===== config.mk =====
export PLATFORM = sky130hd
export DESIGN_NAME = wait_timeout_timer
export DESIGN_NICKNAME = d
export VERILOG_FILES = /design/src/rtl/tmo_pkg.sv /design/src/rtl/tmo_prescaler.sv /design/src/rtl/tmo_counter.sv /design/src/rtl/tmo_sticky.sv /design/src/rtl/wait_timeout_timer.sv
export SDC_FILE = /design/constraint.sdc
export NUM_CORES = 1
export LEC_CHECK = 0
export BUFFER_PORTS_ARGS = -buffer_cell sky130_fd_sc_hd__buf_2
export CAP_MARGIN = 20
export CORE_AREA = 10 10 93 95
export DETAILED_ROUTE_END_ITERATION = 10
export DIE_AREA = 0 0 103 105
export GPL_TIMING_DRIVEN = 0
export SLEW_MARGIN = 20
export SYNTH_ARGS = -nofsm -noshare
export SYNTH_HDL_FRONTEND = slang
export SYNTH_HIERARCHICAL = 1
export SYNTH_SLANG_ARGS = --single-unit
export TNS_END_PERCENT = 5

===== constraint.sdc =====
create_clock -name clk -period 3.9 [get_ports clk]
set_input_delay 0.195 -clock clk [delete_from_list [all_inputs] [get_ports clk]]
set_output_delay 0.195 -clock clk [all_outputs]
set_load 0.01 [all_outputs]

===== src/rtl/tmo_pkg.sv =====
package tmo_pkg;

    localparam int CNT_W  = 15;
    localparam int SEL_W  = 4;
    localparam int PRE_W  = (2 ** SEL_W) - 1;
    localparam int WORD_W = CNT_W + 1;

    typedef struct packed {
        logic             en;
        logic [CNT_W-1:0] limit;
    } tmo_ctrl_t;

    function automatic tmo_ctrl_t ctrl_unpack(input logic [WORD_W-1:0] w);
        tmo_ctrl_t c;
        c.en    = w[WORD_W-1];
        c.limit = w[CNT_W-1:0];
        return c;
    endfunction

endpackage


===== src/rtl/tmo_prescaler.sv =====
module tmo_prescaler #(
    parameter int SEL_W = tmo_pkg::SEL_W,
    parameter int PRE_W = tmo_pkg::PRE_W
) (
    input  logic             clk,
    input  logic             rst,
    input  logic             run_i,
    input  logic [SEL_W-1:0] sel_i,
    output logic             tick_o
);

    logic [PRE_W-1:0] pre_q;
    logic [PRE_W-1:0] mask;

    // low N bits all ones marks the last clock of each 2^N window
    assign mask   = (PRE_W'(1) << sel_i) - PRE_W'(1);
    assign tick_o = run_i && ((pre_q & mask) == mask);

    always_ff @(posedge clk) begin
        if (rst || !run_i) begin
            pre_q <= '0;
        end else begin
            pre_q <= pre_q + PRE_W'(1);
        end
    end

    AST_TICK_SPACING: assert property (@(posedge clk) disable iff (rst)
        (tick_o && sel_i != '0 && $stable(sel_i)) |=> !tick_o);

endmodule


===== src/rtl/tmo_counter.sv =====
module tmo_counter #(
    parameter int CNT_W = tmo_pkg::CNT_W
) (
    input  logic             clk,
    input  logic             rst,
    input  logic             run_i,
    input  logic             tick_i,
    input  logic [CNT_W-1:0] limit_i,
    output logic             pulse_o
);

    logic [CNT_W-1:0] cnt_q;
    logic             fired_q;
    logic [CNT_W:0]   cnt_next;
    logic             reached;

    assign cnt_next = {1'b0, cnt_q} + (CNT_W+1)'(1);
    assign reached  = tick_i && !fired_q && (cnt_next >= {1'b0, limit_i});

    always_ff @(posedge clk) begin
        if (rst || !run_i) begin
            cnt_q   <= '0;
            fired_q <= 1'b0;
            pulse_o <= 1'b0;
        end else begin
            pulse_o <= reached;
            if (reached) begin
                fired_q <= 1'b1;
            end
            if (tick_i && !fired_q) begin
                cnt_q <= cnt_next[CNT_W-1:0];
            end
        end
    end

    AST_CLEAR_ON_IDLE: assert property (@(posedge clk) disable iff (rst)
        !run_i |=> (cnt_q == '0 && !pulse_o));
    AST_ONE_PULSE: assert property (@(posedge clk) disable iff (rst)
        pulse_o |=> !pulse_o);
    AST_NO_OVERFLOW: assert property (@(posedge clk) disable iff (rst)
        (cnt_q <= limit_i) || (cnt_q == CNT_W'(1)));

endmodule


===== src/rtl/tmo_sticky.sv =====
module tmo_sticky (
    input  logic clk,
    input  logic rst,
    input  logic set_i,
    input  logic clr_i,
    output logic flag_o
);

    always_ff @(posedge clk) begin
        if (rst) begin
            flag_o <= 1'b0;
        end else if (set_i) begin
            flag_o <= 1'b1;
        end else if (clr_i) begin
            flag_o <= 1'b0;
        end
    end

    AST_STICKY_SET: assert property (@(posedge clk) disable iff (rst)
        set_i |=> flag_o);
    AST_STICKY_HOLD: assert property (@(posedge clk) disable iff (rst)
        (flag_o && !clr_i) |=> flag_o);

endmodule


===== src/rtl/wait_timeout_timer.sv =====
module wait_timeout_timer
    import tmo_pkg::*;
(
    input  logic              clk,
    input  logic              rst,
    input  logic              cfg_wr,
    input  logic [WORD_W-1:0] cfg_word,
    input  logic [SEL_W-1:0]  div_sel,
    input  logic              hold_active,
    input  logic              sts_clr,
    output logic              expire_pulse,
    output logic              tmo_flag
);

    tmo_ctrl_t ctrl_q;
    logic      run;
    logic      tick;

    always_ff @(posedge clk) begin
        if (rst) begin
            ctrl_q <= '0;
        end else if (cfg_wr) begin
            ctrl_q <= ctrl_unpack(cfg_word);
        end
    end

    // a write edge counts as idle, so timing restarts from zero
    assign run = ctrl_q.en && hold_active && !cfg_wr;

    tmo_prescaler #(.SEL_W(SEL_W), .PRE_W(PRE_W)) u_pre (
        .clk    (clk),
        .rst    (rst),
        .run_i  (run),
        .sel_i  (div_sel),
        .tick_o (tick)
    );

    tmo_counter #(.CNT_W(CNT_W)) u_cnt (
        .clk     (clk),
        .rst     (rst),
        .run_i   (run),
        .tick_i  (tick),
        .limit_i (ctrl_q.limit),
        .pulse_o (expire_pulse)
    );

    tmo_sticky u_sts (
        .clk    (clk),
        .rst    (rst),
        .set_i  (expire_pulse),
        .clr_i  (sts_clr),
        .flag_o (tmo_flag)
    );

    AST_DISABLED_SILENT: assert property (@(posedge clk) disable iff (rst)
        !ctrl_q.en |=> !expire_pulse);
    AST_WRITE_RESTART: assert property (@(posedge clk) disable iff (rst)
        cfg_wr |=> !expire_pulse);

endmodule


==> results of run 1 <==
critical path: stages:
cell and delay [ns]:
buf_2 0.10, buf_2 0.17, nor3_1 0.31, nand2_1 0.10, ha_1 0.29, xor2_1 0.19
a2111oi_0 0.49, and4_1 0.32, nor2b_1 0.15, buf_2 0.26, nand4_4 0.16, or3_1 0.32
a21oi_1 0.15
path summary, 6_finish.rpt:
path / start / slack (ns) / depth (start not counted) / to
worst max register to register: u_cnt/cnt_q[0] / 1.21 / 10 / u_cnt/fired_q
worst min-delay path: rst / 0.11 / 2 / u_sts/flag_o
worst max-delay path: div_sel[3] / 0.92 / 13 / u_cnt/cnt_q[11]
worst min register to register: u_cnt/pulse_o / 0.47 / 2 / u_sts/flag_o
through the flow:
stage	utilization	hold WS (ns)	cells
after floorplan	-	0.257	338
after global routing	0.480	0.109	450
after detailed placement	0.467	0.429	442
after CTS	0.480	0.0975	450
after global placement	0.467	0.427	442
final	0.480	0.108	450
sequential cells by signal (all words and copies together) (netlist names):
signal and count:
u_pre/pre_q 15, u_cnt/pulse_o 1, ctrl_q 16, u_cnt/cnt_q 15
u_sts/flag_o 1, u_cnt/fired_q 1
per-layer routing:
layer	vias to the layer above	GRT usage	share of wire
li1	1245	-	-
met2	44	0.162	0.41
met1	1072	0.177	0.54
met3	6	0.0237	0.036
met5	-	0	0
met4	0	0.0298	0.0094
cell families (layout without fill, tap and decap cells):
logic type               Yosys count  count (layout)
adder cells (fa/ha/maj)           18              18
multiplexers                      18              18
AO/OA/AOI/OAI                     40              40
AND/OR/NAND/NOR                  140             140
flip-flops                        49              49
XOR/XNOR                          33              33
buffers and inverters             40              72
final cells by class:
type,count,area [µm²]
Buffer,16,115
Tap cell,80,100
Fill cell,678,3510
Multi-Input combinational cell,249,1750
Timing Repair Buffer,24,120
Sequential cell,49,981
Clock inverter,2,15.0
Clock buffer,6,72.6
Inverter,24,90.1
power groups by stage:
stage	Combinational [mW]	Sequential [mW]	Clock, mW
2_1_floorplan	0.0544	0.525	0
3_3_place_gp	0.0781	0.526	0
3_5_place_dp	0.0789	0.527	0
4_1_cts	0.0796	0.515	0.310
5_1_grt	0.0905	0.516	0.325
6_report	0.0795	0.515	0.297
Yosys cell counts, types with 3 or more instances:
master,instances
nand2_1,14
nor3_1,4
o21ai_0,7
nand3_1,15
ha_1,18
xor2_1,18
and4_1,3
nand2b_1,7
or3_1,8
inv_1,24
a21oi_1,13
dfxtp_1,49
buf_2,6
nor2_1,49
xnor2_1,15
mux2i_1,16
nand4_1,15
nor3b_1,4
clkbuf_1,3
buf_6,3
==> impl_results.md, run 1 <==
* Main area contributors after synthesis: dfxtp_1 33%, ha_1 7.7%, nor2_1 6.3%
* Setup CP Type: input pin to flip-flop
* Simple-Gate Fraction of Synth Area at 0.269
* Reg clk slew, reported paths at about 0.090 ns
* Post-route ant nets at 0
* Area fraction in compound gates after synthesis at 0.0891
* CP endpoint kind: flip-flop
* All-Layer GR Usage at 0.117
* Setup TNS at 0 ns
* Worst-Margin Slew at about 0.49 ns
* Worst Hold Class: input pin to flip-flop
* Yosys reg bits at a little under 50
* Layout cells sized above 1 at 0.149
* Cell area after placement at 3160 µm²
* Hpwl dp at ~4800 µm
* Total grt overflow at 0
* Number of synthesized flops with an enable pin at 0
* Cts hold-fix bufs at 0
* Avg Cell Area, Syn at between 8 and 9 µm²
* Initial Util at 0.434
* TritonCTS buffer count at 5
* Ports at 27
* CTS tree: yes
* Residual DRC count at 0
* Gpl congestion at ~0.87
* Synth cell types at 56
* Vias at approximately 2400
* PortBufs at 24
* Yosys Warn Count at 6
* Pwr Total at 0.891 mW
* Synth Flop Type: dfxtp_1
* Root buf cell: clkbuf_8
* Switching share of power at 0.244
* NetSw at approximately 0.22 mW
* Clk pwr share at 0.333
* Setup violators final at 0
* Setup ws final at slightly above 0.9 ns
* CP Data Required Time at 4.13 ns
* Post-Syn Instances at around 340
* Num rows at 30
* Vias in the first global route at between 2000 and 2500
* Pre-CTS setup slack at approximately 0.65 ns
* Combinational fraction of design power at 0.089
* Commonest non-fill, non-tap cells in the layout: 49 x nor2_1, 49 x dfxtp_1, 30 x buf_2
* Layout Skew at approximately 0.0093 ns
* DR iter-0 viols at roughly 120
* Slew HR at 0.670
* Reg power frac at 0.578
* DRT Wirelength at 6140 µm
* Core ar. at ~6800 µm²
* Pint at 0.674 mW
* Synth top area share at 0.334
* WL/cell at ~14 µm
* P_leak at 1.31 nW
* Die W at around 100 µm
* DR vias/cell at 5.26
* H-tree depth at 2
* ANT cells at 0
* Mux contribution to synthesized area at 0.0622
* Post-synthesis xor/xnor area fraction at 0.0985
* Final #Nets at 412
* Max IR drop VDD at approximately 0.18 mV
* Gates resized, CTS repair at 0
* Die Ht at roughly 110 µm
* Largest family of logic cells by synthesized area: simple AND/OR/NAND/NOR gates
* Clock latency on the worst-skew pair at 0.30 ns
* Bufs on Longest Clock Path at 2
* Area Overhead vs Synth at 10.5%
* Fin crit period at 2.98 ns
* Tcrit/Tclk final at 0.763
* Worst Setup Start Kind: input pin
* Initial antenna violation count at 0
* Setup bufs post-CTS at 0
* CTS sink count at 49
* PwrDens at between 200 and 300 nW/µm²
* CP arrival at ~3.2 ns
* Area leader, netlist: dfxtp_1
* Status: completed
* Number of max-cap violations at 0
* Synth async-reset ratio at 0
* Final hold violations at 0
* Post-Syn Area at 2940 µm²
* Critical-path maximum fanout at 10
* Final instance area at roughly 3200 µm²
* Max Slew Vio Count at 0
* Post-Syn Nets at ~380
* Die area at around 11000 µm²
* RSZ-0062 raised after global routing: false
* Global-route wire length before repair at roughly 11000 µm
* Post-Synth Adder-Cell Area at 0.0767
* First drt pass iteration count at 4
* Sequential area share after synthesis at 0.334
* Achievable Freq at between 300 and 400 MHz
* Pin count of the biggest net entering global routing at 16
Note: power is estimated with default switching activity, not from simulation.
==> run 2: changes to the inputs <==
==> constraint.sdc (replaced) <==
create_clock -name clk -period 2.7 [get_ports clk]
set_input_delay 0.135 -clock clk [delete_from_list [all_inputs] [get_ports clk]]
set_output_delay 0.135 -clock clk [all_outputs]
set_load 0.01 [all_outputs]
==> run 2 against run 1 <==
  * Clock skew barely moved
  * Total power increased by 45%
  * Register-to-register slack lost 0.93 ns
  * Largest cell class unchanged
==> impl_results.md, run 2 (synthesis gave the netlist of run 1 again) <==
* Status: completed
* Worst-Margin Slew at 0.499 ns (+0.00454 ns)
* Largest register FFs at 16 (unchanged)
* P_leak at 1.34 nW (+2.5%)
* Tcrit/Tclk final at 0.926
* Layout Skew at 0.00881 ns (-0.000479 ns)
* Final #Nets at 416 (+0.97%)
* RSZ-0062 raised after global routing: false
* Commonest non-fill, non-tap cells in the layout: 49 x nor2_1, 48 x dfxtp_1, 28 x buf_2
* Bufs on Longest Clock Path at 2 (unchanged)
* PortBufs at 24 (unchanged)
* DR vias/cell at 5.24 (-0.29%)
* CP Data Required Time at 2.94 ns (-1.19 ns)
* Die Ht at 105 µm (unchanged)
* Setup violators final at 0 (unchanged)
* Total grt overflow at 0 (unchanged)
* Worst Setup Start Kind: input pin
* Clock latency on the worst-skew pair at 0.30 ns (about the same)
* PwrDens at 388 nW/µm² (+41%)
* Core ar. at 6760 µm² (unchanged)
* Pin count of the biggest net entering global routing at 16 (unchanged)
* Fin crit period at ~2.5 ns
* Num rows at 30 (unchanged)
* Vias in the first global route at 2216 (+0.59%)
* Commonest non-fill, non-tap cell in the layout: nor2_1
* Setup CP Type: input pin to flip-flop
* TritonCTS buffer count at 5 (unchanged)
* Max Slew Vio Count at 0 (unchanged)
* Slew HR at 0.667 (-0.00303)
* Gpl congestion at 0.867 (unchanged)
* Achievable Freq at 400 MHz
* First drt pass iteration count at 4 (unchanged)
* WL/cell at 13.7 µm (+0.54%)
* Area Overhead vs Synth at 13.4%
* CP endpoint kind: flip-flop
* Setup ws final at 0.199 ns (-0.724 ns)
* Number of max-cap violations at 0 (unchanged)
* DR iter-0 viols at 137 (+12%)
* Post-route core utilization at 0.493 (+0.0126)
* Die area at 10800 µm² (unchanged)
* Vias at 2381 (+0.59%)
* Residual DRC count at 0 (unchanged)
* Max IR drop VDD at 0.266 mV (+45%)
* Final hold violations at 0 (unchanged)
* CP arrival at 2.74 ns (-0.47 ns)
* Biggest regs: ctrl_q (16), u_cnt/cnt_q (15), u_pre/pre_q (15)
* Layout cells sized above 1 at 0.184 (+0.0358)
* Worst Hold Class: input pin to flip-flop
* CTS tree: yes
* Root buf cell: clkbuf_8
* Die W at 103 µm (unchanged)
* Initial antenna violation count at 0 (unchanged)
* Cts hold-fix bufs at 0 (unchanged)
* Ports at 27 (unchanged)
* Reg clk slew, reported paths at 0.09 ns (about the same)
* Critical-path maximum fanout at 10 (unchanged)
* Largest Register: ctrl_q
* Post-route ant nets at 0 (unchanged)
* Hpwl dp at 4810 µm (unchanged)
* H-tree depth at 2 (unchanged)
* All-Layer GR Usage at 0.118 (+0.000530)
* Pre-CTS setup slack at -0.488 ns (-1.14 ns)
* CTS sink count at 49 (unchanged)
* Global-route wire length before repair at 10600 µm (+0.59%)
* DRT Wirelength at 6230 µm (+1.4%)
* Initial Util at 0.434 (unchanged)
* ANT cells at 0 (unchanged)
-- run 2: final cells by class --
class                      count  area (µm²)
tap                           80         100
timing repair buffer          28         150
buffer                        16         125
multi-input combinational    249        1790
clock buffer                   6        72.6
fill                         668        3430
inverter                      24        90.1
sequential                    49         982
clock inverter                 2        15.0
-- run 2: timing repair --
item / 4_1_cts / 5_1_grt
setup endpoints to repair: 6 / 13
endpoints found under the hold margin: 0 / 0
gates resized for setup: 4 / 14
setup buffers: 0 / 4
pin swaps: 1 / 3
-- run 2: final timing paths --
kind / endpoint / slack, ns / depth (start not counted) / start
max: u_cnt/cnt_q[11] / 0.20 / 13 / div_sel[1]
min: u_sts/flag_o / 0.05 / 2 / rst
max reg2reg: u_cnt/cnt_q[11] / 0.28 / 9 / ctrl_q[15]
min reg2reg: u_sts/flag_o / 0.47 / 2 / u_cnt/pulse_o
-- run 2: metal layers --
metal	share of wire	global-route usage	up-vias	wire length [µm]
met2	0.42	0.162	42	2590
met3	0.033	0.0237	6	206
met5	0	0	-	0
met1	0.54	0.177	1083	3360
met4	0.011	0.0338	0	70
li1	-	-	1250	-
-- run 2: critical path, stage by stage --
cell       delay (ns)
buf_2            0.10
clkbuf_4         0.18
nor3_4           0.23
nand2_2          0.10
ha_4             0.19
xor2_1           0.17
a2111oi_2        0.39
and4_2           0.31
nor2b_2          0.17
buf_6            0.14
nand4_4          0.14
or3_1            0.34
a21oi_2          0.13
-- run 2: power breakdown --
| group | switching (mW) | total (mW) | internal [mW] |
|---|---|---|---|
| Clock | 0.246 | 0.428 | 0.183 |
| Sequential | 0.00740 | 0.744 | 0.736 |
| Combinational | 0.0644 | 0.120 | 0.0559 |
| Total | 0.317 | 1.29 | 0.975 |
-- run 2: per-stage QoR --
stage | std cells | power [mW] | hold WS (ns) | TNS (ns) | area (µm²)
global route | 454 | 1.35 | 0.0493 | 0 | 3330
detailed placement | 442 | 0.875 | 0.369 | -4.66 | 3160
CTS | 450 | 1.31 | 0.0375 | 0 | 3260
floorplan | 338 | 0.837 | 0.197 | 0 | 2940
finish | 454 | 1.29 | 0.0499 | 0 | 3330
global placement | 442 | 0.873 | 0.367 | -4.15 | 3160
